==> config.mk <==
export PLATFORM = sky130hd
export DESIGN_NAME = ds3_err_inject
export DESIGN_NICKNAME = d
export VERILOG_FILES = /design/src/rtl/ds3_inj_pkg.sv /design/src/rtl/ds3_inj_req.sv /design/src/rtl/ds3_inj_frame.sv /design/src/rtl/ds3_inj_parity.sv /design/src/rtl/ds3_err_inject.sv
export SDC_FILE = /design/constraint.sdc
export NUM_CORES = 1
export LEC_CHECK = 0
export BUFFER_PORTS_ARGS = -buffer_cell sky130_fd_sc_hd__buf_2
export CAP_MARGIN = 15
export CELL_PAD_IN_SITES_DETAIL_PLACEMENT = 0
export CELL_PAD_IN_SITES_GLOBAL_PLACEMENT = 2
export CORE_MARGIN = 4
export CORE_UTILIZATION = 33
export DETAILED_ROUTE_END_ITERATION = 8
export HOLD_SLACK_MARGIN = 0.1
export PLACE_DENSITY_LB_ADDON = 0.1
export SYNTH_ARGS = -nofsm -noshare
export SYNTH_HDL_FRONTEND = slang
export SYNTH_SLANG_ARGS = --single-unit
==> constraint.sdc <==
create_clock -name clk -period 1.1 [get_ports clk]
set_input_delay 0 -clock clk [delete_from_list [all_inputs] [get_ports clk]]
set_output_delay 0 -clock clk [all_outputs]
set_load 0.1 [all_outputs]
==> src/rtl/ds3_inj_pkg.sv <==
package ds3_inj_pkg;

  typedef enum logic [1:0] {
    BK_DATA = 2'd0,
    BK_FBIT = 2'd1,
    BK_MBIT = 2'd2,
    BK_PBIT = 2'd3
  } kind_e;

  typedef enum logic [1:0] {
    FM_FBIT = 2'd0,
    FM_MBIT = 2'd1,
    FM_SUBF = 2'd2,
    FM_MULT = 2'd3
  } fmode_e;

  typedef enum logic [2:0] {
    FS_IDLE  = 3'd0,
    FS_ARM   = 3'd1,
    FS_SUBF  = 3'd2,
    FS_WAITF = 3'd3,
    FS_ARM2  = 3'd4
  } fstate_e;

  typedef enum logic [1:0] {
    PS_IDLE = 2'd0,
    PS_ARM  = 2'd1,
    PS_SEC  = 2'd2
  } pstate_e;

endpackage

==> src/rtl/ds3_inj_req.sv <==
module ds3_inj_req #(
  parameter int SYNC_STAGES = 2
) (
  input  logic clk,
  input  logic rst_n,
  input  logic ext_req,
  input  logic src_pin,
  input  logic sw_fe_req,
  input  logic sw_pe_req,
  output logic fe_req,
  output logic pe_req
);
  localparam int TOP = SYNC_STAGES - 1;

  logic [TOP:0] sync_q, sync_d;
  logic         last_q, last_d;
  logic         pin_edge;

  always_comb begin
    sync_d = {sync_q[TOP-1:0], ext_req};
    last_d = sync_q[TOP];
  end

  always_ff @(posedge clk or negedge rst_n) begin
    if (!rst_n) begin
      sync_q <= '0;
      last_q <= 1'b0;
    end else begin
      sync_q <= sync_d;
      last_q <= last_d;
    end
  end

  assign pin_edge = sync_q[TOP] & ~last_q;
  assign fe_req   = src_pin ? pin_edge : sw_fe_req;
  assign pe_req   = src_pin ? pin_edge : sw_pe_req;

  // a held pin level yields a single request
  p_pin_one_pulse_r10: assert property (@(posedge clk) disable iff (!rst_n)
    pin_edge |=> !pin_edge);

endmodule

==> src/rtl/ds3_inj_frame.sv <==
module ds3_inj_frame
  import ds3_inj_pkg::*;
#(
  parameter int IDX_W     = 2,
  parameter int F_PER_SUB = 4
) (
  input  logic             clk,
  input  logic             rst_n,
  input  logic             en,
  input  logic             req,
  input  fmode_e           mode_in,
  input  kind_e            kind,
  input  logic [IDX_W-1:0] idx,
  input  logic             sof,
  output logic             flip,
  output logic             done,
  output logic             busy
);
  localparam logic [IDX_W-1:0] F_LAST = IDX_W'(F_PER_SUB - 1);

  fstate_e st_q, st_d;
  fmode_e  mode_q, mode_d;
  logic    pend_q, pend_d;

  always_comb begin
    st_d   = st_q;
    mode_d = mode_q;
    pend_d = pend_q;
    flip   = 1'b0;
    done   = 1'b0;
    if (!en) begin
      st_d   = FS_IDLE;
      pend_d = 1'b0;
    end else begin
      if (st_q != FS_IDLE && req) pend_d = 1'b1;
      case (st_q)
        FS_IDLE: begin
          if (req || pend_q) begin
            st_d   = FS_ARM;
            mode_d = mode_in;
            pend_d = 1'b0;
          end
        end
        FS_ARM: begin
          case (mode_q)
            FM_FBIT: if (kind == BK_FBIT) begin
              flip = 1'b1; done = 1'b1; st_d = FS_IDLE;
            end
            FM_MBIT: if (kind == BK_MBIT) begin
              flip = 1'b1; done = 1'b1; st_d = FS_IDLE;
            end
            FM_SUBF: if (kind == BK_FBIT && idx == '0) begin
              flip = 1'b1; st_d = FS_SUBF;
            end
            default: if (kind == BK_MBIT) begin
              flip = 1'b1; st_d = FS_WAITF;
            end
          endcase
        end
        FS_SUBF: begin
          if (kind == BK_FBIT) begin
            flip = 1'b1;
            if (idx == F_LAST) begin
              done = 1'b1; st_d = FS_IDLE;
            end
          end
        end
        FS_WAITF: if (sof) st_d = FS_ARM2;
        FS_ARM2: if (kind == BK_MBIT) begin
          flip = 1'b1; done = 1'b1; st_d = FS_IDLE;
        end
        default: st_d = FS_IDLE;
      endcase
    end
  end

  always_ff @(posedge clk or negedge rst_n) begin
    if (!rst_n) begin
      st_q   <= FS_IDLE;
      mode_q <= FM_FBIT;
      pend_q <= 1'b0;
    end else begin
      st_q   <= st_d;
      mode_q <= mode_d;
      pend_q <= pend_d;
    end
  end

  assign busy = (st_q != FS_IDLE) | pend_q;

  // dropping the enable clears all framing work
  p_abort_on_disable_r9: assert property (@(posedge clk) disable iff (!rst_n)
    !en |=> (st_q == FS_IDLE && !pend_q));

  // the second multiframe hit is only reached through the frame wait
  p_mult_order_r6: assert property (@(posedge clk) disable iff (!rst_n)
    (st_q == FS_ARM2) |-> ($past(st_q) == FS_WAITF || $past(st_q) == FS_ARM2));

  // a subframe burst starts only on the first F-bit of a subframe
  p_subf_entry_r5: assert property (@(posedge clk) disable iff (!rst_n)
    (st_q == FS_SUBF && $past(st_q) == FS_ARM) |->
      ($past(kind) == BK_FBIT && $past(idx) == '0));

endmodule

==> src/rtl/ds3_inj_parity.sv <==
module ds3_inj_parity
  import ds3_inj_pkg::*;
#(
  parameter int IDX_W = 2
) (
  input  logic             clk,
  input  logic             rst_n,
  input  logic             en,
  input  logic             cont,
  input  logic             req,
  input  kind_e            kind,
  input  logic [IDX_W-1:0] idx,
  output logic             flip,
  output logic             done,
  output logic             busy
);
  pstate_e st_q, st_d;
  logic    pend_q, pend_d;

  always_comb begin
    st_d   = st_q;
    pend_d = pend_q;
    flip   = 1'b0;
    done   = 1'b0;
    if (!en) begin
      st_d   = PS_IDLE;
      pend_d = 1'b0;
    end else if (cont) begin
      st_d   = PS_IDLE;
      pend_d = 1'b0;
      flip   = (kind == BK_PBIT);
    end else begin
      if (st_q != PS_IDLE && req) pend_d = 1'b1;
      case (st_q)
        PS_IDLE: if (req || pend_q) begin
          st_d = PS_ARM; pend_d = 1'b0;
        end
        PS_ARM: if (kind == BK_PBIT && idx == '0) begin
          flip = 1'b1; st_d = PS_SEC;
        end
        PS_SEC: if (kind == BK_PBIT) begin
          flip = 1'b1; done = 1'b1; st_d = PS_IDLE;
        end
        default: st_d = PS_IDLE;
      endcase
    end
  end

  always_ff @(posedge clk or negedge rst_n) begin
    if (!rst_n) begin
      st_q   <= PS_IDLE;
      pend_q <= 1'b0;
    end else begin
      st_q   <= st_d;
      pend_q <= pend_d;
    end
  end

  assign busy = (st_q != PS_IDLE) | pend_q;

  // continuous mode never leaves a single-shot sequence armed
  p_cont_stays_idle_r8: assert property (@(posedge clk) disable iff (!rst_n)
    (en && cont) |=> (st_q == PS_IDLE && !pend_q));

  // the second parity hit follows the first
  p_second_after_first_r7: assert property (@(posedge clk) disable iff (!rst_n)
    (st_q == PS_SEC && $past(st_q) == PS_ARM) |-> ($past(kind) == BK_PBIT));

endmodule

==> src/rtl/ds3_err_inject.sv <==
module ds3_err_inject
  import ds3_inj_pkg::*;
#(
  parameter int IDX_W       = 2,
  parameter int F_PER_SUB   = 4,
  parameter int SYNC_STAGES = 2,
  parameter int RST_STAGES  = 2
) (
  input  logic             clk,
  input  logic             rst_n,
  input  logic             din,
  input  logic [1:0]       bit_kind,
  input  logic [IDX_W-1:0] bit_idx,
  input  logic             sof,
  input  logic             fe_en,
  input  logic [1:0]       fe_mode,
  input  logic             pe_en,
  input  logic             pe_cont,
  input  logic             src_pin,
  input  logic             sw_fe_req,
  input  logic             sw_pe_req,
  input  logic             ext_req,
  output logic             dout,
  output logic             busy,
  output logic             done
);
  localparam int RTOP = RST_STAGES - 1;

  logic [RTOP:0] rst_pipe_q;
  logic          rst_ns;
  logic          fe_req, pe_req;
  logic          f_flip, f_done, f_busy;
  logic          p_flip, p_done, p_busy;
  logic          dout_q, dout_d, done_q, done_d;
  kind_e         kind;

  always_ff @(posedge clk or negedge rst_n) begin
    if (!rst_n) rst_pipe_q <= '0;
    else        rst_pipe_q <= {rst_pipe_q[RTOP-1:0], 1'b1};
  end
  assign rst_ns = rst_pipe_q[RTOP];

  assign kind = kind_e'(bit_kind);

  ds3_inj_req #(.SYNC_STAGES(SYNC_STAGES)) u_req (
    .clk(clk), .rst_n(rst_ns), .ext_req(ext_req), .src_pin(src_pin),
    .sw_fe_req(sw_fe_req), .sw_pe_req(sw_pe_req),
    .fe_req(fe_req), .pe_req(pe_req)
  );

  ds3_inj_frame #(.IDX_W(IDX_W), .F_PER_SUB(F_PER_SUB)) u_frame (
    .clk(clk), .rst_n(rst_ns), .en(fe_en), .req(fe_req),
    .mode_in(fmode_e'(fe_mode)), .kind(kind), .idx(bit_idx), .sof(sof),
    .flip(f_flip), .done(f_done), .busy(f_busy)
  );

  ds3_inj_parity #(.IDX_W(IDX_W)) u_par (
    .clk(clk), .rst_n(rst_ns), .en(pe_en), .cont(pe_cont), .req(pe_req),
    .kind(kind), .idx(bit_idx),
    .flip(p_flip), .done(p_done), .busy(p_busy)
  );

  always_comb begin
    dout_d = din ^ (f_flip | p_flip);
    done_d = f_done | p_done;
  end

  always_ff @(posedge clk or negedge rst_ns) begin
    if (!rst_ns) begin
      dout_q <= 1'b0;
      done_q <= 1'b0;
    end else begin
      dout_q <= dout_d;
      done_q <= done_d;
    end
  end

  assign dout = dout_q;
  assign done = done_q;
  assign busy = f_busy | p_busy;

  // with both types disabled the stream passes unchanged
  p_passthru_r2: assert property (@(posedge clk) disable iff (!rst_ns)
    (!fe_en && !pe_en) |=> (dout == $past(din)));

  // completion only comes out of an active injection
  p_done_needs_busy_r13: assert property (@(posedge clk) disable iff (!rst_ns)
    done |-> $past(busy));

  // outputs idle while the internal reset holds
  p_reset_quiet_r1: assert property (@(posedge clk)
    !rst_ns |-> (!dout && !done && !busy));

endmodule

* Word level (Yosys, flattened, before mapping) *
Index checks and enable logic that the tools add are counted.

word-level totals
  bits in registers = 16
  input bits = 17
  output and inout bits = 3
  logic and storage cells = 102

operators by class
  eq/ne operators = 22
  multiplexer cells = 47
  bitwise logic cells = 8
  reduce and logical (&&, ||, !) cells = 15

operators by type and width
  kind                  number
  $mux W3               9
  $mux W1               25
  $ne A4 B3 Y1 const B  5
  $pmux W3 S5           1
  $eq A2 B2 Y1 const B  5
  $mux W2               5
  $ne A3 B2 Y1 const B  3
  $pmux W3 S3           1
  $reduce_and A7 Y1     1
  $eq A2 B1 Y1 const B  3
  $eq A3 B2 Y1 const B  2
  $logic_not A2 Y1      3
  $ne A6 B2 Y1 const B  1
  $pmux W1 S2           3
  $pmux W1 S3           2
  $pmux W2 S3           1
  $reduce_and A3 Y1     2
  $or A1 B1 Y1          5
  $logic_and A1 B1 Y1   4
  $eq A3 B1 Y1 const B  1
  $eq A3 B3 Y1 const B  1
  $logic_not A3 Y1      1
  $ne A3 B3 Y1 const B  1
  $reduce_bool A3 Y1    1
  other kinds (5)       6

* Depth between registers and ports, before layout *
  depth after elaboration = 9
  depth in mapped cells = 7
  mapped depth without buffers = 7

* Modules after synthesis *
Synthesis repeated with hierarchy kept, for this count alone.

unflattened totals
  cell total of the unflattened synthesis = 109
  area total of the unflattened synthesis = 1,034.7 µm²

by module, submodules not included
  module          instances  cells each  area an instance (µm²)  sequential area each (µm²)
  ds3_inj_frame   1          64          550.5                   150.1
  ds3_inj_parity  1          28          252.7                   75.1
  ds3_err_inject  1          9           131.4                   100.1
  ds3_inj_req     1          8           100.1                   75.1

* Least setup slack after synthesis *
Ideal clock, no wire load.

  path type = register -> output
  start = register u_frame.st_q[2]
  end = output port busy
  arrival = 1,570 ps
  required time = 1,100 ps
  slack = -470 ps
  cell stages (with the launch flop) = 4
  path buffers = 1
  cell sequence = dfrtp_1 -> clkbuf_4 -> nor3_1 -> nand3_1

on the way
  cells in the longest elaborated chain, start to end = 3

RTL lines
  element                 RTL line              RTL
  from (decl)             ds3_inj_frame.sv:21   fstate_e st_q, st_d;
  from (signal assigned)  ds3_inj_frame.sv:83   st_q <= st_d;
  $reduce_bool A3 Y1      ds3_inj_frame.sv:89   assign busy = (st_q != FS_IDLE) | pend_q;
  $or A1 B1 Y1            ds3_inj_frame.sv:89
  $or A1 B1 Y1            ds3_err_inject.sv:80  assign busy = f_busy | p_busy;
  to (decl)               ds3_err_inject.sv:24  output logic busy,

Every way passes these cells.

* Final worst setup path *
  start = register u_req.sync_q[1]
  end = register u_frame.mode_q[1]

on the way
  cells in the longest elaborated chain, start to end = 4

RTL lines
  element                      RTL line             RTL
  from (decl)                  ds3_inj_req.sv:15    logic [TOP:0] sync_q, sync_d;
  from (signal assigned)       ds3_inj_req.sv:29    sync_q <= sync_d;
  $and A1 B1 Y1                ds3_inj_req.sv:34    assign pin_edge = sync_q[TOP] & ~last_q;
  $mux W1                      ds3_inj_req.sv:35    assign fe_req = src_pin ? pin_edge : sw_fe_req;
  $logic_or A1 B1 Y1           ds3_inj_frame.sv:38  if (req || pend_q) begin
  $reduce_and A3 Y1 (no line)  --
  to (signal assigned)         ds3_inj_frame.sv:84  mode_q <= mode_d;
  to (decl)                    ds3_inj_frame.sv:22  fmode_e mode_q, mode_d;

Every way passes these cells.
A chain may end at the register's enable or synchronous reset.

==> metrics <==
outcome=finished, violations left; failing checks=setup timing; WP data required=~1.3 ns; Cell Int Power=0.00189 W; worst flop-to-flop path startpoint=u_req.sync_q[1]$_DFF_PN0_; Starting Density=35.0%; Netlist cell types=42; Worst Skew=between 0.008 and 0.009 ns; Final Setup Violations=12; Routed WL per cell=14.3 um; Syn Nets=119; clk buf depth=2; share of post-route cells with drive strength above 1=52.9%; setup ws final=-0.412 ns; Yosys top cell area share=41.1%; Hold Crit Class=in2reg; CP startpoint=u_req.sync_q[1]$_DFF_PN0_; yosys warns=0; Worst Reg-to-Reg Cells=5; Gate power share=60.7%; dpl hpwl=2070 um; hold_sp=sw_fe_req; R2R setup slack=-0.41 ns; via count=949; P_leak=around 0.74 nW; Die H=62.3 um; cell taking the most area after synthesis=dfrtp_1; ant diodes=0; residual DRC count=0; vias in the first global route=1,013; CP Class=reg2reg; sequential share of the synthesized area=41.1%; GPL Wtd Cong=0.779; Max-cap violations=0; Period Utilization, post-route=137%; max-slew violation count=0; Fill cells=253; Post-synth EDFFs=0; Die Wd=62.3 um; H-tree Lvls=1; Tot Pwr=0.00316 W; 1st-iter DRT viols=20; CTS tree=done; first-pass GRT wire length=4480 um; Cells after Synth=98; Ports=20; cell depth of the worst hold path=3; asr flop ratio synth=100%; root buffer cell=clkbuf_4; aggregate global-route resource usage=14.3%; Clock power frac=12.5%; Setup crit start kind=register; leading post-synthesis cells by cell area=dfrtp_1 41%, ha_1 5.1%, nand2_1 2.7%; Sequential Area=403 sq um; switching fraction of total power=40.1%; number of clock sinks=16; num rows=19; worst-path maximum fanout=3; Layout area overhead=64.1%; Reg clk slew, reported paths=about 0.1 ns; antenna violations before repair=0; minimum clock period=approximately 1.5 ns; Final Hold Viols=0; FF+latch count, synth=16; Hold Path Sink=u_frame.pend_q$_DFF_PN0_; Net Switching=0.00127 W; Routed Antenna Nets=0; WP data arrival=1.70 ns; Multi-input gate area=around 650 sq um; final core utilization=57.5%; synthesized area=975 sq um; full die area=3890 sq um; largest net degree at the start of global routing=15; port bufs=19; Main synth FF type=dfrtp_1; total gr overflow=0; reg-to-reg critical path endpoint=u_frame.mode_q[1]$_DFFE_PN0P_; Nets=177; RSZ-0062 raised after global routing=true; CP Capture Type=register; Worst VDD drop=around 0.0019 V; Power per Cell Area=1980 nW/um^2; DRT Pass-1 Iters=3; total CTS buffers=3; Seq pwr share=26.8%; Avg Cell Area, Syn=about 9.9 sq um; DRT Wirelength=approximately 2700 um; area of the core=2780 sq um; drt via density=5.10; clock latency at the later pin of the worst-skew pair=approximately 0.29 ns; Achievable Freq=661 MHz
[critical path: stages, from the launching register on]
cell,delay [ns]
dfrtp_1,0.38
and3b_1,0.18
a211o_1,0.31
buf_4,0.15
nand3_4,0.07
mux2_2,0.32
[how the worst max path moves through the flow]
| stage | end | cells past startpoint |
|---|---|---|
| 2_1_floorplan | u_frame.st_q[1]$_DFFE_PN0P_ | 4 |
| 3_3_place_gp | u_frame.st_q[1]$_DFFE_PN0P_ | 6 |
| 3_5_place_dp | u_frame.st_q[1]$_DFFE_PN0P_ | 5 |
| 4_1_cts | u_frame.st_q[1]$_DFFE_PN0P_ | 5 |
| 5_1_grt | u_frame.st_q[1]$_DFFE_PN0P_ | 6 |
| 6_report | u_frame.mode_q[1]$_DFFE_PN0P_ | 5 |
[synthesized netlist by cell type, drive strengths merged (3+ instances only)]
| library cell | instances |
|---|---|
| a21oi | 4 |
| a31oi | 4 |
| and3b | 3 |
| buf | 3 |
| dfrtp | 16 |
| ha | 4 |
| inv | 5 |
| nand2 | 7 |
| nand2b | 3 |
| nor2 | 7 |
| nor2b | 3 |
| o21ai | 7 |
[cells in the final DEF (no fill, tap or decap), types with 3 or more instances in the layout]
cell / netlist / routed
buf_4: 0 / 24
buf_2: 2 / 17
dfrtp_1: 16 / 14
dlygate4sd3_1: 0 / 9
nand2_1: 7 / 7
nor2_1: 7 / 5
clkbuf_4: 1 / 4
buf_6: 1 / 4
inv_2: 0 / 3
o21ai_0: 4 / 3
a31oi_1: 4 / 3
a21oi_1: 4 / 3
and3b_1: 3 / 3
[sequential cells by signal (all words and copies together) (netlist names)]
name and cells:
done 1, dout 1, rst_pipe_q 2, u_frame.mode_q 2
u_frame.pend_q 1, u_frame.st_q 3, u_par.pend_q 1, u_par.st_q 2
u_req.last_q 1, u_req.sync_q 2
[repair_timing]
action | in CTS | in global routing
buffers inserted | 0 | 1
pin swaps | 4 | 8
gates resized for setup | 9 | 14
endpoints found under the setup margin | 12 | 13
hold buffers | 9 | 0
endpoints found under the hold margin | 14 | 0
[metrics by stage]
step	hold slack, ns	TNS [ns]	setup slack (ns)	instances	cell area [sq um]
2_1_floorplan	-0.296	-1.98	-0.319	98	1050
3_3_place_gp	-0.214	-2.93	-0.378	172	1370
3_5_place_dp	-0.213	-3.10	-0.397	172	1370
4_1_cts	0.158	-3.40	-0.384	185	1520
5_1_grt	0.139	-4.34	-0.482	186	1600
6_report	0.153	-3.45	-0.412	186	1600
[power groups by stage]
stage	clock network, W	logic, W	registers, W
after global placement	0	0.00173	0.000837
after floorplan	0	0.00102	0.000855
final	0.000395	0.00192	0.000847
after global routing	0.000439	0.00206	0.000863
after detailed placement	0	0.00175	0.000838
after CTS	0.000415	0.00179	0.000833
[per-layer routing]
metal / wire (um) / up-vias / GRT usage [%]
met2: 1420 / 10 / 25.5
met5: 0 / - / 0
li1: - / 472 / -
met1: 1150 / 465 / 17.2
met4: 30 / 0 / 5.57
met3: 65 / 2 / 1.62
[area by class of cell]
class	count	share of cell area (%)
multi-input combinational	73	40.9
timing repair buffer	57	28.0
sequential	16	25.2
tap	31	2.43
clock buffer	4	2.27
inverter	5	1.17
[logic make-up (layout without fill, tap and decap cells)]
kind of cell               Yosys count  count (layout)  synth area share, %
other                                1               1                0.385
and+or+nand+nor                     35              35                 22.3
muxes                                3               3                 3.34
DFF                                 16              16                 41.1
xor gates and xnor gates             2               2                 1.80
AOI/OAI and AO/OA                   28              28                 21.1
adders and majority gates            4               4                 5.13
buffers and inverters                9              66                 4.88
(Power assumes the default switching activity.)
